### src/rtl/evpk_pkg.sv
`timescale 1ns/1ps
package evpk_pkg;
    localparam int WORD_W       = 16;
    localparam int EV_PER_CL    = 7;
    localparam int CL_PER_CHUNK = 64;

    typedef enum logic [1:0] {
        MODE_16X1 = 2'd0,
        MODE_8X2  = 2'd1,
        MODE_4X4  = 2'd2,
        MODE_ALT  = 2'd3
    } evpk_mode_e;
endpackage

### src/rtl/evpk_lane_mux.sv
`timescale 1ns/1ps
module evpk_lane_mux
    import evpk_pkg::*;
#(
    parameter int W = WORD_W
) (
    input  logic [1:0]   mode,
    input  logic [W-1:0] raw,
    output logic [W-1:0] word
);
    localparam int C2 = W / 2;
    localparam int C4 = W / 4;

    logic [W-1:0] w2, w4;

    for (genvar l = 0; l < C2; l++) begin : g_two
        for (genvar k = 0; k < 2; k++) begin : g_smp
            assign w2[l*2 + k] = raw[k*C2 + l];
        end
    end

    for (genvar l = 0; l < C4; l++) begin : g_four
        for (genvar k = 0; k < 4; k++) begin : g_smp
            assign w4[l*4 + k] = raw[k*C4 + l];
        end
    end

    always_comb begin
        case (evpk_mode_e'(mode))
            MODE_8X2: word = w2;
            MODE_4X4: word = w4;
            default:  word = raw;
        endcase
    end
endmodule

### src/rtl/evpk_cluster_asm.sv
`timescale 1ns/1ps
module evpk_cluster_asm
    import evpk_pkg::*;
#(
    parameter int W  = WORD_W,
    parameter int EV = EV_PER_CL
) (
    input  logic          clk,
    input  logic          rst_n,
    input  logic          tick,
    input  logic          keep,
    input  logic [W-1:0]  word,
    output logic          ready,
    output logic [W-1:0]  hdr,
    output logic [EV*W-1:0] evs
);
    localparam int CNT_W = $clog2(EV);

    typedef struct packed {
        logic [CNT_W-1:0] ev_cnt;
        logic [W-1:0]     ts;
        logic [W-1:0]     hdr;
        logic [EV*W-1:0]  evs;
        logic             ready;
    } asm_st_t;

    asm_st_t st_d, st_q;

    always_comb begin
        st_d       = st_q;
        st_d.ready = 1'b0;
        if (tick) begin
            st_d.ts = st_q.ts + W'(1);
            if (keep) begin
                if (st_q.ev_cnt == '0) st_d.hdr = st_q.ts;
                st_d.evs[st_q.ev_cnt*W +: W] = word;
                if (st_q.ev_cnt == CNT_W'(EV-1)) begin
                    st_d.ev_cnt = '0;
                    st_d.ready  = 1'b1;
                end else begin
                    st_d.ev_cnt = st_q.ev_cnt + CNT_W'(1);
                end
            end
        end
    end

    always_ff @(posedge clk) begin
        if (!rst_n) st_q <= '0;
        else        st_q <= st_d;
    end

    assign ready = st_q.ready;
    assign hdr   = st_q.hdr;
    assign evs   = st_q.evs;
endmodule

### src/rtl/evpk_serializer.sv
`timescale 1ns/1ps
module evpk_serializer
    import evpk_pkg::*;
#(
    parameter int BYTES    = 2 + 2*EV_PER_CL,
    parameter int CLUSTERS = CL_PER_CHUNK,
    parameter int ADDR_W   = $clog2(BYTES*CLUSTERS)
) (
    input  logic               clk,
    input  logic               rst_n,
    input  logic               load,
    input  logic [BYTES*8-1:0] frame,
    output logic               out_valid,
    output logic [7:0]         out_data,
    output logic [ADDR_W-1:0]  out_addr,
    output logic               chunk_done
);
    localparam int BI_W = $clog2(BYTES);
    localparam int CI_W = $clog2(CLUSTERS);

    typedef struct packed {
        logic               busy;
        logic [BYTES*8-1:0] shift;
        logic [BI_W-1:0]    byte_idx;
        logic [CI_W-1:0]    cl_idx;
    } ser_st_t;

    ser_st_t st_d, st_q;

    always_comb begin
        st_d = st_q;
        if (load) begin
            st_d.busy     = 1'b1;
            st_d.shift    = frame;
            st_d.byte_idx = '0;
        end else if (st_q.busy) begin
            st_d.shift = st_q.shift >> 8;
            if (st_q.byte_idx == BI_W'(BYTES-1)) begin
                st_d.busy     = 1'b0;
                st_d.byte_idx = '0;
                st_d.cl_idx   = (st_q.cl_idx == CI_W'(CLUSTERS-1)) ? '0
                                : st_q.cl_idx + CI_W'(1);
            end else begin
                st_d.byte_idx = st_q.byte_idx + BI_W'(1);
            end
        end
    end

    always_ff @(posedge clk) begin
        if (!rst_n) st_q <= '0;
        else        st_q <= st_d;
    end

    assign out_valid  = st_q.busy;
    assign out_data   = st_q.shift[7:0];
    assign out_addr   = ADDR_W'(int'(st_q.cl_idx) * BYTES + int'(st_q.byte_idx));
    assign chunk_done = st_q.busy && (st_q.byte_idx == BI_W'(BYTES-1))
                        && (st_q.cl_idx == CI_W'(CLUSTERS-1));
endmodule

### src/rtl/evpk_packer.sv
`timescale 1ns/1ps
module evpk_packer
    import evpk_pkg::*;
#(
    parameter int EV       = EV_PER_CL,
    parameter int CLUSTERS = CL_PER_CHUNK
) (
    input  logic        clk,
    input  logic        rst_n,
    input  logic        tick,
    input  logic        keep,
    input  logic [1:0]  mode,
    input  logic [15:0] samples,
    output logic        out_valid,
    output logic [7:0]  out_data,
    output logic [$clog2((2+2*EV)*CLUSTERS)-1:0] out_addr,
    output logic        chunk_done
);
    localparam int W      = WORD_W;
    localparam int BYTES  = 2 + 2*EV;
    localparam int ADDR_W = $clog2(BYTES*CLUSTERS);

    logic [W-1:0]    word;
    logic            ready;
    logic [W-1:0]    hdr;
    logic [EV*W-1:0] evs;

    evpk_lane_mux #(.W(W)) u_mux (
        .mode (mode),
        .raw  (samples),
        .word (word)
    );

    evpk_cluster_asm #(.W(W), .EV(EV)) u_asm (
        .clk   (clk),
        .rst_n (rst_n),
        .tick  (tick),
        .keep  (keep),
        .word  (word),
        .ready (ready),
        .hdr   (hdr),
        .evs   (evs)
    );

    evpk_serializer #(.BYTES(BYTES), .CLUSTERS(CLUSTERS), .ADDR_W(ADDR_W)) u_ser (
        .clk        (clk),
        .rst_n      (rst_n),
        .load       (ready),
        .frame      ({evs, hdr}),
        .out_valid  (out_valid),
        .out_data   (out_data),
        .out_addr   (out_addr),
        .chunk_done (chunk_done)
    );
endmodule

### config.mk
export PLATFORM = sky130hd
export DESIGN_NAME = evpk_packer
export DESIGN_NICKNAME = d
export VERILOG_FILES = /design/src/rtl/evpk_pkg.sv /design/src/rtl/evpk_lane_mux.sv /design/src/rtl/evpk_cluster_asm.sv /design/src/rtl/evpk_serializer.sv /design/src/rtl/evpk_packer.sv
export SDC_FILE = /design/constraint.sdc
export NUM_CORES = 1
export LEC_CHECK = 0
export BUFFER_PORTS_ARGS = -buffer_cell sky130_fd_sc_hd__buf_2
export CAP_MARGIN = 20
export CORE_MARGIN = 3
export CORE_UTILIZATION = 62
export CTS_CLUSTER_DIAMETER = 200
export DETAILED_ROUTE_END_ITERATION = 8
export GPL_TIMING_DRIVEN = 0
export PLACE_DENSITY_LB_ADDON = 0.08
export RECOVER_POWER = 25
export SETUP_SLACK_MARGIN = 0.2
export SLEW_MARGIN = 20
export SYNTH_ARGS = -nofsm -noshare
export SYNTH_HDL_FRONTEND = slang
export SYNTH_SLANG_ARGS = --single-unit
### constraint.sdc
create_clock -name clk -period 3.25 [get_ports clk]
set_clock_uncertainty 0.1 [all_clocks]
set_input_delay 0.325 -clock clk [delete_from_list [all_inputs] [get_ports clk]]
set_output_delay 0.325 -clock clk [all_outputs]
set_load 0.005 [all_outputs]
==> flow_summary_export.csv <==
group,metric,value,unit
run_status,status,"finished, final reports clean",
worst_setup_path,start_kind,"flip-flop",
worst_setup_path,r2r-end,"u_asm.evs[13]$_SDFFE_PN0P_",
yosys,ys_seq_area_share,47.2,%
timing,slew-limit-headroom,27.4,%
timing,min_period,2.97,ns
floorplan,io_pins,42,
worst_hold_path,hp-class,"in2reg",
worst_setup_path,cp_cell_sequence,"buf_2, inv_1, ha_1, ha_1, buf_6, or4b_1, nor4_4, buf_2, o22ai_1",
drt,dr.pass1.iters,5,
yosys,synth-seq-cells,287,
floorplan,rows,50,
worst_setup_path,r2r_start,"u_asm.st_q[145]$_SDFFE_PN0P_",
worst_setup_path,r2r_setup_slack,0.28,ns
worst_setup_path,worstPathArrival,3.26,ns
floorplan,die_x,146,um
global_route,grt_max_degree,15,
power_and_ir_drop,p_total,7.39,mW
yosys,syn-cell-area,12200,sq um
clock_tree,post_cts_buffers,0,
global_route,grt_pass1_wl,50600,um
global_route,first_global_vias,9489,
run,max_cap_violations,0,
drt,num_vias,9871,
clock_tree,cts_sinks,287,
cells_and_area,n_antenna_cell,0,
yosys,synth_top_area_share,47.2,%
worst_setup_path,reg2regPathDepth,9,
timing,drv_slew,0,
cells_and_area,drive_gt1_share,9.78,%
worst_setup_path,crit_slowest_cell,"or4b_1",
timing,fin_crit_sh,91.4,%
drt,wl_per_cell,18.9,um
yosys,yosysWarningCount,0,
timing,fin_setup_tns,0,ns
worst_setup_path,cp_top_family,"simple AND/OR/NAND/NOR gates",
timing,final-hold-violation-count,0,
yosys,syn_avg_cell_area,9.10,sq um
place,portBuffers,40,
place,gp_congestion,0.926,
power_and_ir_drop,vdd_drop_max,426,uV
floorplan,die_h,146,um
yosys,ys.flop_type,"dfxtp_1",
worst_setup_path,cp_max_fo,10,
cells_and_area,nNetsFinal,1443,
timing,max_freq,337,MHz
timing,holdWs,0.0655,ns
clock_tree,cts_buffers,28,
drt,route.detailed.drc,0,
worst_hold_path,hp-start,"keep",
clock_tree,clk_latency,0.54,ns
worst_setup_path,cp_num_buf_inv,4,
worst_setup_path,required,3.54,ns
timing,setup_slack,0.279,ns
global_route,gr-total-overflow,0,
yosys,synthTopCellsByArea,"dfxtp_1 (47%), mux2i_1 (11%), nand2_1 (6.6%), and2_1 (6.4%), o21ai_0 (5.2%)",
timing,worst_pin_slew,1.09,ns
clock_tree,clkTransAtPathRegs,0.07,ns
place,pre_cts_ws,0.322,ns
drt,drt_iter0_drc,747,
place,placedCellCount,1638,
floorplan,die_area,21400,sq um
worst_setup_path,critPathKind,"reg2reg",
clock_tree,htreeDepth,1,
clock_tree,cts_tree,"done",
timing,rsz0062_at_grt,"no",
global_route,grt_usage,29.2,%
worst_setup_path,endpoint_kind,"flip-flop",
timing,setup_viol,0,
clock_tree,clockBufferDepth,3,
yosys,syn_inst,1338,
power_and_ir_drop,p_leak,4.70,nW
drt,ant_nets,0,
drt,post_drt_via_cell_ratio,5.84,
global_route,antenna_found_initial,0,
yosys,synth_edf_count,0,
cells_and_area,fin_cells,1691,
yosys,synth_nets,1371,
worst_hold_path,hold_path_depth,3,
worst_hold_path,hold_path_end,"u_asm.ready$_SDFF_PN0_",
yosys,yosysTopAreaCell,"dfxtp_1",
clock_tree,clk_root_buffer_cell,"clkbuf_16",
yosys,post_synth_num_cell_types,53,
worst_setup_path,critPathMaxStageDelay,0.52,ns
place,dp_hpwl,21800,um
drt,drt_wl_total,32000,um
floorplan,start_util,64.0,%
power_and_ir_drop,p_per_area,538,nW/um^2
floorplan,fp.coreArea,19000,sq um
cells_and_area,area_growth,12.8,%
yosys,ys_async_sr_fraction,0,%
[what timing repair did]
| item | 4_1_cts | 5_1_grt |
|---|---|---|
| endpoints found under the hold margin | 2 | 0 |
| gates resized for setup | 0 | 1 |
| hold buffers | 2 | 0 |
| endpoints found under the setup margin | 0 | 11 |
[cells in the final DEF, fill, tap and decap left out, types with 10 or more instances in the layout]
| cell | synthesis | layout |
|---|---|---|
| dfxtp_1 | 287 | 287 |
| nand2_1 | 214 | 214 |
| mux2i_1 | 135 | 135 |
| o21ai_0 | 127 | 127 |
| and2_1 | 124 | 115 |
| clkbuf_1 | 59 | 69 |
| o2bb2ai_1 | 66 | 66 |
| buf_2 | 14 | 50 |
| nor2_1 | 44 | 44 |
| a21oi_1 | 46 | 36 |
| clkbuf_16 | 0 | 29 |
| o22ai_1 | 28 | 28 |
| nor2b_1 | 19 | 19 |
| clkbuf_4 | 0 | 16 |
| nand3_1 | 14 | 15 |
| buf_1 | 18 | 15 |
| a22oi_1 | 14 | 14 |
| nor3b_1 | 10 | 11 |
| ha_1 | 11 | 11 |
| a21oi_2 | 0 | 10 |
[cell families (layout without fill, tap and decap cells)]
family                   count (synthesis)  after routing  share of synthesized area (%)
AO/OA/AOI/OAI                          298            298                           15.5
multiplexers                           135            135                           11.1
AND/OR/NAND/NOR                        475            475                           19.6
adder cells (fa/ha/maj)                 11             11                           1.13
XOR/XNOR                                11             11                          0.791
buffers and inverters                  121            214                           4.65
flip-flops                             287            287                           47.2
[power by group]
part | leakage (nW) | switching (mW) | internal [mW]
Sequential | 2.31 | 0.0143 | 3.53
Combinational | 1.89 | 0.257 | 0.0833
Clock | 0.496 | 1.39 | 2.11
Total | 4.70 | 1.66 | 5.73
[per-stage QoR]
stage,util (%),area [sq um]
after global routing,72.2,13700
final,72.2,13700
after detailed placement,67.0,12700
after CTS,72.3,13700
after global placement,66.8,12700
after floorplan,-,12200
[per-layer routing]
metal	vias up	share of wire (%)	GRT usage [%]
met4	0	3.6	10.6
met1	4707	46	40.9
met3	84	6.0	4.41
met2	304	44	46.0
met5	-	0	0
li1	4776	-	-
[how the worst max path moves through the flow]
stage / startpoint / to / slack [ns] / cells past startpoint
floorplan: u_asm.st_q[145]$_SDFFE_PN0P_ / u_asm.evs[11]$_SDFFE_PN0P_ / 0.64 / 10
global placement: mode[0] / u_asm.evs[70]$_SDFFE_PN0P_ / 0.20 / 8
detailed placement: u_asm.st_q[145]$_SDFFE_PN0P_ / u_asm.evs[4]$_SDFFE_PN0P_ / 0.32 / 9
CTS: u_asm.st_q[145]$_SDFFE_PN0P_ / u_asm.evs[4]$_SDFFE_PN0P_ / 0.29 / 9
global route: u_asm.st_q[145]$_SDFFE_PN0P_ / u_asm.evs[13]$_SDFFE_PN0P_ / 0.14 / 10
finish: u_asm.st_q[145]$_SDFFE_PN0P_ / u_asm.evs[13]$_SDFFE_PN0P_ / 0.28 / 9
[area by class of cell]
cell class / instances / area (sq um)
repair buffers: 42 / 218
fillers: 1550 / 5280
flip-flops and latches: 287 / 5750
multi-input cells: 930 / 5890
clock buffers: 36 / 792
well taps: 260 / 325
clock inverters: 15 / 203
inverters: 7 / 26.3
plain buffers: 114 / 537
[state kept, by name, indices dropped and copies added, names as in the netlist]
register	flops
u_asm.evs	112
u_asm.hdr	16
u_asm.ready	1
u_asm.st_q	19
u_ser.out_data	8
u_ser.out_valid	1
u_ser.st_q	130
[synth_stat cells, types with 4 or more instances]
| master | number |
|---|---|
| nor3b_1 | 10 |
| xnor2_1 | 5 |
| clkbuf_1 | 59 |
| nand4b_1 | 4 |
| o22ai_1 | 28 |
| nand3_1 | 14 |
| ha_1 | 11 |
| nand2b_1 | 6 |
| mux2i_1 | 135 |
| and3_1 | 5 |
| dfxtp_1 | 287 |
| xor2_1 | 6 |
| buf_1 | 18 |
| a21oi_1 | 46 |
| a22oi_1 | 14 |
| nor2_1 | 44 |
| o21ai_0 | 127 |
| buf_4 | 21 |
| buf_2 | 14 |
| inv_1 | 7 |
| and2_1 | 124 |
| o2bb2ai_1 | 66 |
| nand4_1 | 9 |
| nand2_1 | 214 |
| nor2b_1 | 19 |
[tightest hold or removal path: cells and delay by family]
kind	cells	cell delay (ns)
buffers and inverters	1	0.16
AND/OR/NAND/NOR	2	0.17
Power figures use the tool's default switching activity.
